`src/rtl/bd_search_pkg.sv`:
```
// Shared types for the prescale/divisor search.
// Assumes nothing beyond IEEE 1800-2017 enum support.
package bd_search_pkg;

    // Control states of the search sequencer.
    typedef enum logic [1:0] {
        ST_IDLE = 2'd0,
        ST_QUOT = 2'd1,
        ST_SCAN = 2'd2,
        ST_RATE = 2'd3
    } state_t;

    // Outcome of testing one prescale value.
    typedef enum logic [1:0] {
        VERD_FAST = 2'd0,
        VERD_FIT  = 2'd1,
        VERD_NEXT = 2'd2
    } verdict_t;

endpackage

```
`src/rtl/bd_restoring_div.sv`:
```
// Unsigned restoring divider, one quotient bit per cycle.
// A go_i pulse loads the operands. fin_o pulses W cycles later and quo_o
// then holds the quotient until the next go_i. Assumes den_i != 0.
// The operands are sampled only on the go_i cycle.
module bd_restoring_div #(
    parameter int W = 32
) (
    input  logic         clk,
    input  logic         rst_n,
    input  logic         go_i,
    input  logic [W-1:0] num_i,
    input  logic [W-1:0] den_i,
    output logic         fin_o,
    output logic [W-1:0] quo_o
);
    localparam int CW = $clog2(W + 1);

    logic [CW-1:0] cnt_q;
    logic [W-1:0]  rem_q;
    logic [W-1:0]  den_q;
    logic [W:0]    trial;
    logic          fits;
    logic [W:0]    diff;

    // Shift the next dividend bit into the partial remainder and test it.
    always_comb begin
        trial = {rem_q, quo_o[W-1]};
        fits  = (trial >= {1'b0, den_q});
        diff  = trial - {1'b0, den_q};
    end

    // Iterate the divider and raise fin_o after the last bit.
    always_ff @(posedge clk) begin
        if (!rst_n) begin
            cnt_q <= '0;
            rem_q <= '0;
            den_q <= '0;
            quo_o <= '0;
            fin_o <= 1'b0;
        end else begin
            fin_o <= 1'b0;
            if (go_i) begin
                cnt_q <= CW'(W);
                rem_q <= '0;
                den_q <= den_i;
                quo_o <= num_i;
            end else if (cnt_q != '0) begin
                rem_q <= fits ? diff[W-1:0] : trial[W-1:0];
                quo_o <= {quo_o[W-2:0], fits};
                cnt_q <= cnt_q - CW'(1);
                if (cnt_q == CW'(1)) fin_o <= 1'b1;
            end
        end
    end
endmodule

```
`src/rtl/bd_scan_step.sv`:
```
// Purely combinational test of one prescale value.
// It derives q = floor(base / (4 << presc)) and decides whether the request
// is too fast (q below the minimum divisor plus one), fits (q at most 2^DIVISOR_W),
// or needs the next prescale. Assumes base is floor(main / want).
module bd_scan_step
    import bd_search_pkg::*;
#(
    parameter int FREQ_W    = 32,
    parameter int PRESC_W   = 2,
    parameter int DIVISOR_W = 6,
    parameter int BRG_MIN   = 4
) (
    input  logic [FREQ_W-1:0]    base_i,
    input  logic [PRESC_W-1:0]   presc_i,
    output verdict_t             verdict_o,
    output logic [DIVISOR_W-1:0] divisor_o
);
    localparam int Q_MIN = BRG_MIN + 1;
    localparam int Q_MAX = 2 ** DIVISOR_W;

    logic [PRESC_W:0]  shamt;
    logic [FREQ_W-1:0] q;
    logic [FREQ_W-1:0] q_less;

    // Scale the ratio for this prescale and classify it.
    always_comb begin
        shamt  = {1'b0, presc_i} + (PRESC_W + 1)'(2);
        q      = base_i >> shamt;
        q_less = q - FREQ_W'(1);
        if (q < FREQ_W'(Q_MIN)) begin
            verdict_o = VERD_FAST;
            divisor_o = DIVISOR_W'(BRG_MIN);
        end else if (q <= FREQ_W'(Q_MAX)) begin
            verdict_o = VERD_FIT;
            divisor_o = q_less[DIVISOR_W-1:0];
        end else begin
            verdict_o = VERD_NEXT;
            divisor_o = '1;
        end
    end
endmodule

```
`src/rtl/bd_baud_search.sv`:
```
// Top of the prescale/divisor search.
// A start_i taken while idle either posts an error result at once (0 Hz
// request) or runs this sequence: divide main by want, test the prescale
// values 0 upward one per cycle, clamp at either end, divide main by the
// total divide ratio, and post the result with a done_o pulse.
// Assumes main_hz_i and want_hz_i are stable only on the start cycle.
module bd_baud_search
    import bd_search_pkg::*;
#(
    parameter int FREQ_W    = 32,
    parameter int PRESC_W   = 2,
    parameter int DIVISOR_W = 6,
    parameter int BRG_MIN   = 4
) (
    input  logic                 clk,
    input  logic                 rst_n,
    input  logic                 start_i,
    input  logic [FREQ_W-1:0]    main_hz_i,
    input  logic [FREQ_W-1:0]    want_hz_i,
    output logic                 busy_o,
    output logic                 done_o,
    output logic                 err_o,
    output logic [PRESC_W-1:0]   presc_o,
    output logic [DIVISOR_W-1:0] divisor_o,
    output logic [FREQ_W-1:0]    actual_hz_o
);
    localparam logic [PRESC_W-1:0]   PRESC_TOP = '1;
    localparam logic [DIVISOR_W-1:0] BRG_TOP   = '1;

    state_t               state_q;
    logic [FREQ_W-1:0]    main_q;
    logic [FREQ_W-1:0]    den_q;
    logic [FREQ_W-1:0]    base_q;
    logic [PRESC_W-1:0]   scan_q;
    logic [PRESC_W-1:0]   pick_p_q;
    logic [DIVISOR_W-1:0] pick_b_q;
    logic                 go_q;
    logic                 div_fin;
    logic [FREQ_W-1:0]    div_quo;
    verdict_t             verdict;
    logic [DIVISOR_W-1:0] step_div;
    logic                 chosen;
    logic [PRESC_W-1:0]   sel_p;
    logic [DIVISOR_W-1:0] sel_b;
    logic [PRESC_W:0]     sel_sh;
    logic [FREQ_W-1:0]    sel_den;

    bd_restoring_div #(.W(FREQ_W)) div_u (
        .clk   (clk),
        .rst_n (rst_n),
        .go_i  (go_q),
        .num_i (main_q),
        .den_i (den_q),
        .fin_o (div_fin),
        .quo_o (div_quo)
    );

    bd_scan_step #(
        .FREQ_W    (FREQ_W),
        .PRESC_W   (PRESC_W),
        .DIVISOR_W (DIVISOR_W),
        .BRG_MIN   (BRG_MIN)
    ) step_u (
        .base_i    (base_q),
        .presc_i   (scan_q),
        .verdict_o (verdict),
        .divisor_o (step_div)
    );

    // Choose the settings for this scan cycle, including the slow clamp.
    always_comb begin
        chosen = 1'b0;
        sel_p  = scan_q;
        sel_b  = step_div;
        if (verdict != VERD_NEXT) begin
            chosen = 1'b1;
        end else if (scan_q == PRESC_TOP) begin
            chosen = 1'b1;
            sel_b  = BRG_TOP;
        end
        sel_sh  = {1'b0, sel_p} + (PRESC_W + 1)'(2);
        sel_den = ({{(FREQ_W - DIVISOR_W){1'b0}}, sel_b} + FREQ_W'(1)) << sel_sh;
    end

    assign busy_o = (state_q != ST_IDLE);

    // Sequence the request and post the result registers.
    always_ff @(posedge clk) begin
        if (!rst_n) begin
            state_q     <= ST_IDLE;
            main_q      <= '0;
            den_q       <= '0;
            base_q      <= '0;
            scan_q      <= '0;
            pick_p_q    <= '0;
            pick_b_q    <= DIVISOR_W'(BRG_MIN);
            go_q        <= 1'b0;
            done_o      <= 1'b0;
            err_o       <= 1'b0;
            presc_o     <= '0;
            divisor_o   <= DIVISOR_W'(BRG_MIN);
            actual_hz_o <= '0;
        end else begin
            go_q   <= 1'b0;
            done_o <= 1'b0;
            case (state_q)
                ST_IDLE: begin
                    if (start_i) begin
                        if (want_hz_i == '0) begin
                            done_o      <= 1'b1;
                            err_o       <= 1'b1;
                            presc_o     <= '0;
                            divisor_o   <= DIVISOR_W'(BRG_MIN);
                            actual_hz_o <= '0;
                        end else begin
                            main_q  <= main_hz_i;
                            den_q   <= want_hz_i;
                            go_q    <= 1'b1;
                            state_q <= ST_QUOT;
                        end
                    end
                end
                ST_QUOT: begin
                    if (div_fin) begin
                        base_q  <= div_quo;
                        scan_q  <= '0;
                        state_q <= ST_SCAN;
                    end
                end
                ST_SCAN: begin
                    if (chosen) begin
                        pick_p_q <= sel_p;
                        pick_b_q <= sel_b;
                        den_q    <= sel_den;
                        go_q     <= 1'b1;
                        state_q  <= ST_RATE;
                    end else begin
                        scan_q <= scan_q + PRESC_W'(1);
                    end
                end
                ST_RATE: begin
                    if (div_fin) begin
                        presc_o     <= pick_p_q;
                        divisor_o   <= pick_b_q;
                        actual_hz_o <= div_quo;
                        err_o       <= 1'b0;
                        done_o      <= 1'b1;
                        state_q     <= ST_IDLE;
                    end
                end
                default: state_q <= ST_IDLE;
            endcase
        end
    end
endmodule

```
`config.mk`:
```
export PLATFORM = sky130hd
export DESIGN_NAME = bd_baud_search
export DESIGN_NICKNAME = d
export VERILOG_FILES = /design/src/rtl/bd_search_pkg.sv /design/src/rtl/bd_restoring_div.sv /design/src/rtl/bd_scan_step.sv /design/src/rtl/bd_baud_search.sv
export SDC_FILE = /design/constraint.sdc
export NUM_CORES = 1
export LEC_CHECK = 0
export BUFFER_PORTS_ARGS = -buffer_cell sky130_fd_sc_hd__buf_2
export CORE_MARGIN = 3
export CORE_UTILIZATION = 35
export CTS_CLUSTER_DIAMETER = 100
export DETAILED_ROUTE_END_ITERATION = 8
export PLACE_DENSITY = 0.62
export SKIP_LAST_GASP = 1
export SLEW_MARGIN = 5
export SYNTH_ARGS = -nofsm -noshare
export SYNTH_HDL_FRONTEND = slang
export SYNTH_SLANG_ARGS = --single-unit
```
`constraint.sdc`:
```
create_clock -name clk -period 5.7 [get_ports clk]
set_input_delay 1.14 -clock clk [delete_from_list [all_inputs] [get_ports clk]]
set_output_delay 1.14 -clock clk [all_outputs]
set_load 0.02 [all_outputs]
```
==> metrics.yaml <==
syn_to_final_growth_pct: 13.6
slowest_stage: "dfxtp_1"
wl_per_cell_um: 16.1
drc: 0
synth_edf_count: 0
crit_required_ns: 6.16
drive_gt1_frac: 0.126
startpoint: "scan_q[1]$_SDFFE_PN0P_"
ctsResizeCount: 0
postCtsSetupBuffers: 0
fin_crit_ns: 4.47
rr_endpoint: "den_q[7]$_SDFFE_PN0P_"
rsz0062_at_grt: "no"
via_count: 11400
pre_cts_slack_ns: 1.35
slew_viol_final: 0
detailed_place_hpwl_um: 23700
mostFrequentLayoutCells: "279 x nand2_1, 251 x dfxtp_1, 121 x a21oi_1, 111 x nor2b_1, 108 x buf_2"
worstSetupEndpointType: "flop"
ys.flop_type: "dfxtp_1"
synthArstFlopShare: 0
relSlewSlack: 0.329
hold_viol_final: 0
start_util: 0.357
post-route-period-util: 0.784
fmax_ghz: 0.224
cp-start-kind: "flop"
cts_buffers: 28
drv_cap: 0
setup-tns-final_ns: 0
synth_nets: 1715
rows: 70
power_density_nw_per_um2: 496
cts-root-buf: "clkbuf_16"
syn_area_um2: 13100
yosys.area_share.simple: 0.219
antenna_found_initial: 0
crit_fanout: 28
clk_pin_slew_ns: 0.06
die-area_um2: 39900
synth-compound-area-share: 0.234
synth_area_leaders: "dfxtp_1 38%, nand2_1 8.0%, nor2b_1 5.3%"
htreeDepth: 1
io_buffers: 109
clock_sinks: 252
drt_iter0_markers: 546
drtPass1Iterations: 5
status: "completed"
core_area_um2: 36800
power_leakage_nw: 5.59
endpoint: "den_q[7]$_SDFFE_PN0P_"
avgSynthCellArea_um2: 8.18
die_x_um: 200
ys_warn_count: 0
regToRegSetupSlack_ns: 1.23
yosysTopAreaCell: "dfxtp_1"
ys_ff_latch: 252
grt_max_degree: 102
cp_top_family: "compound AO/OA/AOI/OAI gates"
gp_congestion: 0.914
drtAntennaViolNets: 0
reg2reg_depth: 12
cp_num_buf_inv: 2
viasPerCell: 5.33
hold_class: "reg2reg"
cts_tree: "done"
synth_top_area_share: 0.384
routed_wl_um: 34500
synth_top_family_by_area: "compound AO/OA/AOI/OAI gates"
grt_pass1_wl_um: 56400
clock_latency_ns: 0.59
crit_path_max_incr_delay_ns: 0.96
critical_path_class: "reg2reg"
overflow: 0
clockBufferDepth: 3
worstPathCellList: "inv_1 -> mux2_2 -> ha_1 -> inv_1 -> a21o_1 -> a21oi_1 -> o21ai_0 -> ha_1 -> a221oi_1 -> nor4_1 -> or2_2 -> a211oi_1"
synth_cells: 1606
grt_pass1_vias: 10900
synth_xor_xnor_area_share: 0.0173
die_h_um: 200
synthAdderAreaFrac: 0.0406
worst_slew_pin_slew_ns: 1.01
peakVddDrop_mv: 0.286
synth_cell_types: 81
cp.depth: 12
fin_skew_ns: 0.0569
final_common_cell: "nand2_1"
grt_usage: 0.171
muxShareOfSynthArea: 0.0538
worstReg2RegStart: "scan_q[1]$_SDFFE_PN0P_"
fin_nets: 1755
cp_data_arrival_time_ns: 4.93
setup_slack_ns: 1.23
ioPinCount: 110
ys_seq_area_frac: 0.384
setup_viol: 0
diodes: 0
cts_hold_buf: 0
==> cells in the mapped netlist, types with 40 or more instances <==
cell type    n
nand2_1    279
clkbuf_1    89
dfxtp_1    252
mux2i_1     56
a21boi_0    68
inv_1       57
a22oi_1     40
ha_1        41
nor2_1      49
o21ai_0     63
a21oi_1    123
nand3_1     47
nor2b_1    112
==> stage by stage <==
step                 util  area [µm²]  power [mW]  std cells  hold WS, ns
CTS                 0.406       14900        7.47       2136        0.450
detailed placement  0.380       14000        5.59       2084        0.448
global placement    0.380       14000        5.54       2084        0.437
global route        0.406       14900        7.97       2136        0.484
floorplan               -       13100        4.79       1606        0.430
finish              0.406       14900        7.40       2136        0.446
==> sequential cells by signal (all words and copies together) (netlist names), 2 cells and up <==
signal	cells
actual_hz_o	32
den_q	32
div_u.den_q	32
div_u.quo_o	32
div_u.rem_q	32
main_q	32
base_q	30
div_u.cnt_q	6
divisor_o	6
pick_b_q	6
pick_p_q	2
presc_o	2
scan_q	2
state_q	2
==> report_power, final <==
group	leakage, nW	internal [mW]	switching, mW
Sequential	2.05	2.07	0.244
Combinational	3.08	1.23	2.02
Clock	0.461	1.07	0.778
Total	5.59	4.36	3.04
==> worst min-delay path by stage <==
stage | slack [ns] | end | cells after the start | start
after floorplan | 0.43 | den_q[0]$_SDFFE_PN0P_ | 2 | den_q[0]$_SDFFE_PN0P_
after global placement | 0.44 | den_q[15]$_SDFFE_PN0P_ | 2 | den_q[15]$_SDFFE_PN0P_
after detailed placement | 0.45 | den_q[31]$_SDFFE_PN0P_ | 2 | den_q[31]$_SDFFE_PN0P_
after CTS | 0.45 | div_u.rem_q[31]$_SDFFE_PP0P_ | 2 | div_u.rem_q[30]$_SDFFE_PP0P_
after global routing | 0.48 | main_q[9]$_SDFFE_PN0P_ | 2 | main_q[9]$_SDFFE_PN0P_
final | 0.45 | div_u.rem_q[31]$_SDFFE_PP0P_ | 2 | div_u.rem_q[30]$_SDFFE_PP0P_
==> cells by family after synthesis <==
kind of cell               Yosys count
DFF                                252
AOI/OAI and AO/OA                  454
xor gates and xnor gates            26
and+or+nand+nor                    594
muxes                               65
adders and majority gates           42
buffers and inverters              173
==> routing by layer <==
metal | track usage | vias up | wire length (µm)
met1 | 0.231 | 5356 | 16500
li1 | - | 5735 | -
met4 | 0.0414 | 0 | 686
met3 | 0.0351 | 43 | 1840
met2 | 0.282 | 249 | 15500
met5 | 0 | - | 0
==> layout make-up <==
| class | instances | area (µm²) |
|---|---|---|
| clock buffers | 36 | 781 |
| clock inverters | 16 | 180 |
| fillers | 3765 | 21800 |
| inverters | 58 | 218 |
| multi-input cells | 1181 | 7450 |
| flip-flops and latches | 252 | 5050 |
| well taps | 468 | 586 |
| repair buffers | 125 | 668 |
==> worst reg2reg max path: cells and delay by family, from the launching register on <==
kind,cells,cell delay (ns)
flip-flops,1,0.96
multiplexers,1,0.38
adder cells (fa/ha/maj),2,0.60
AND/OR/NAND/NOR,2,0.37
AO/OA/AOI/OAI,5,1.41
buffers and inverters,2,0.62
(Power assumes the default switching activity.)
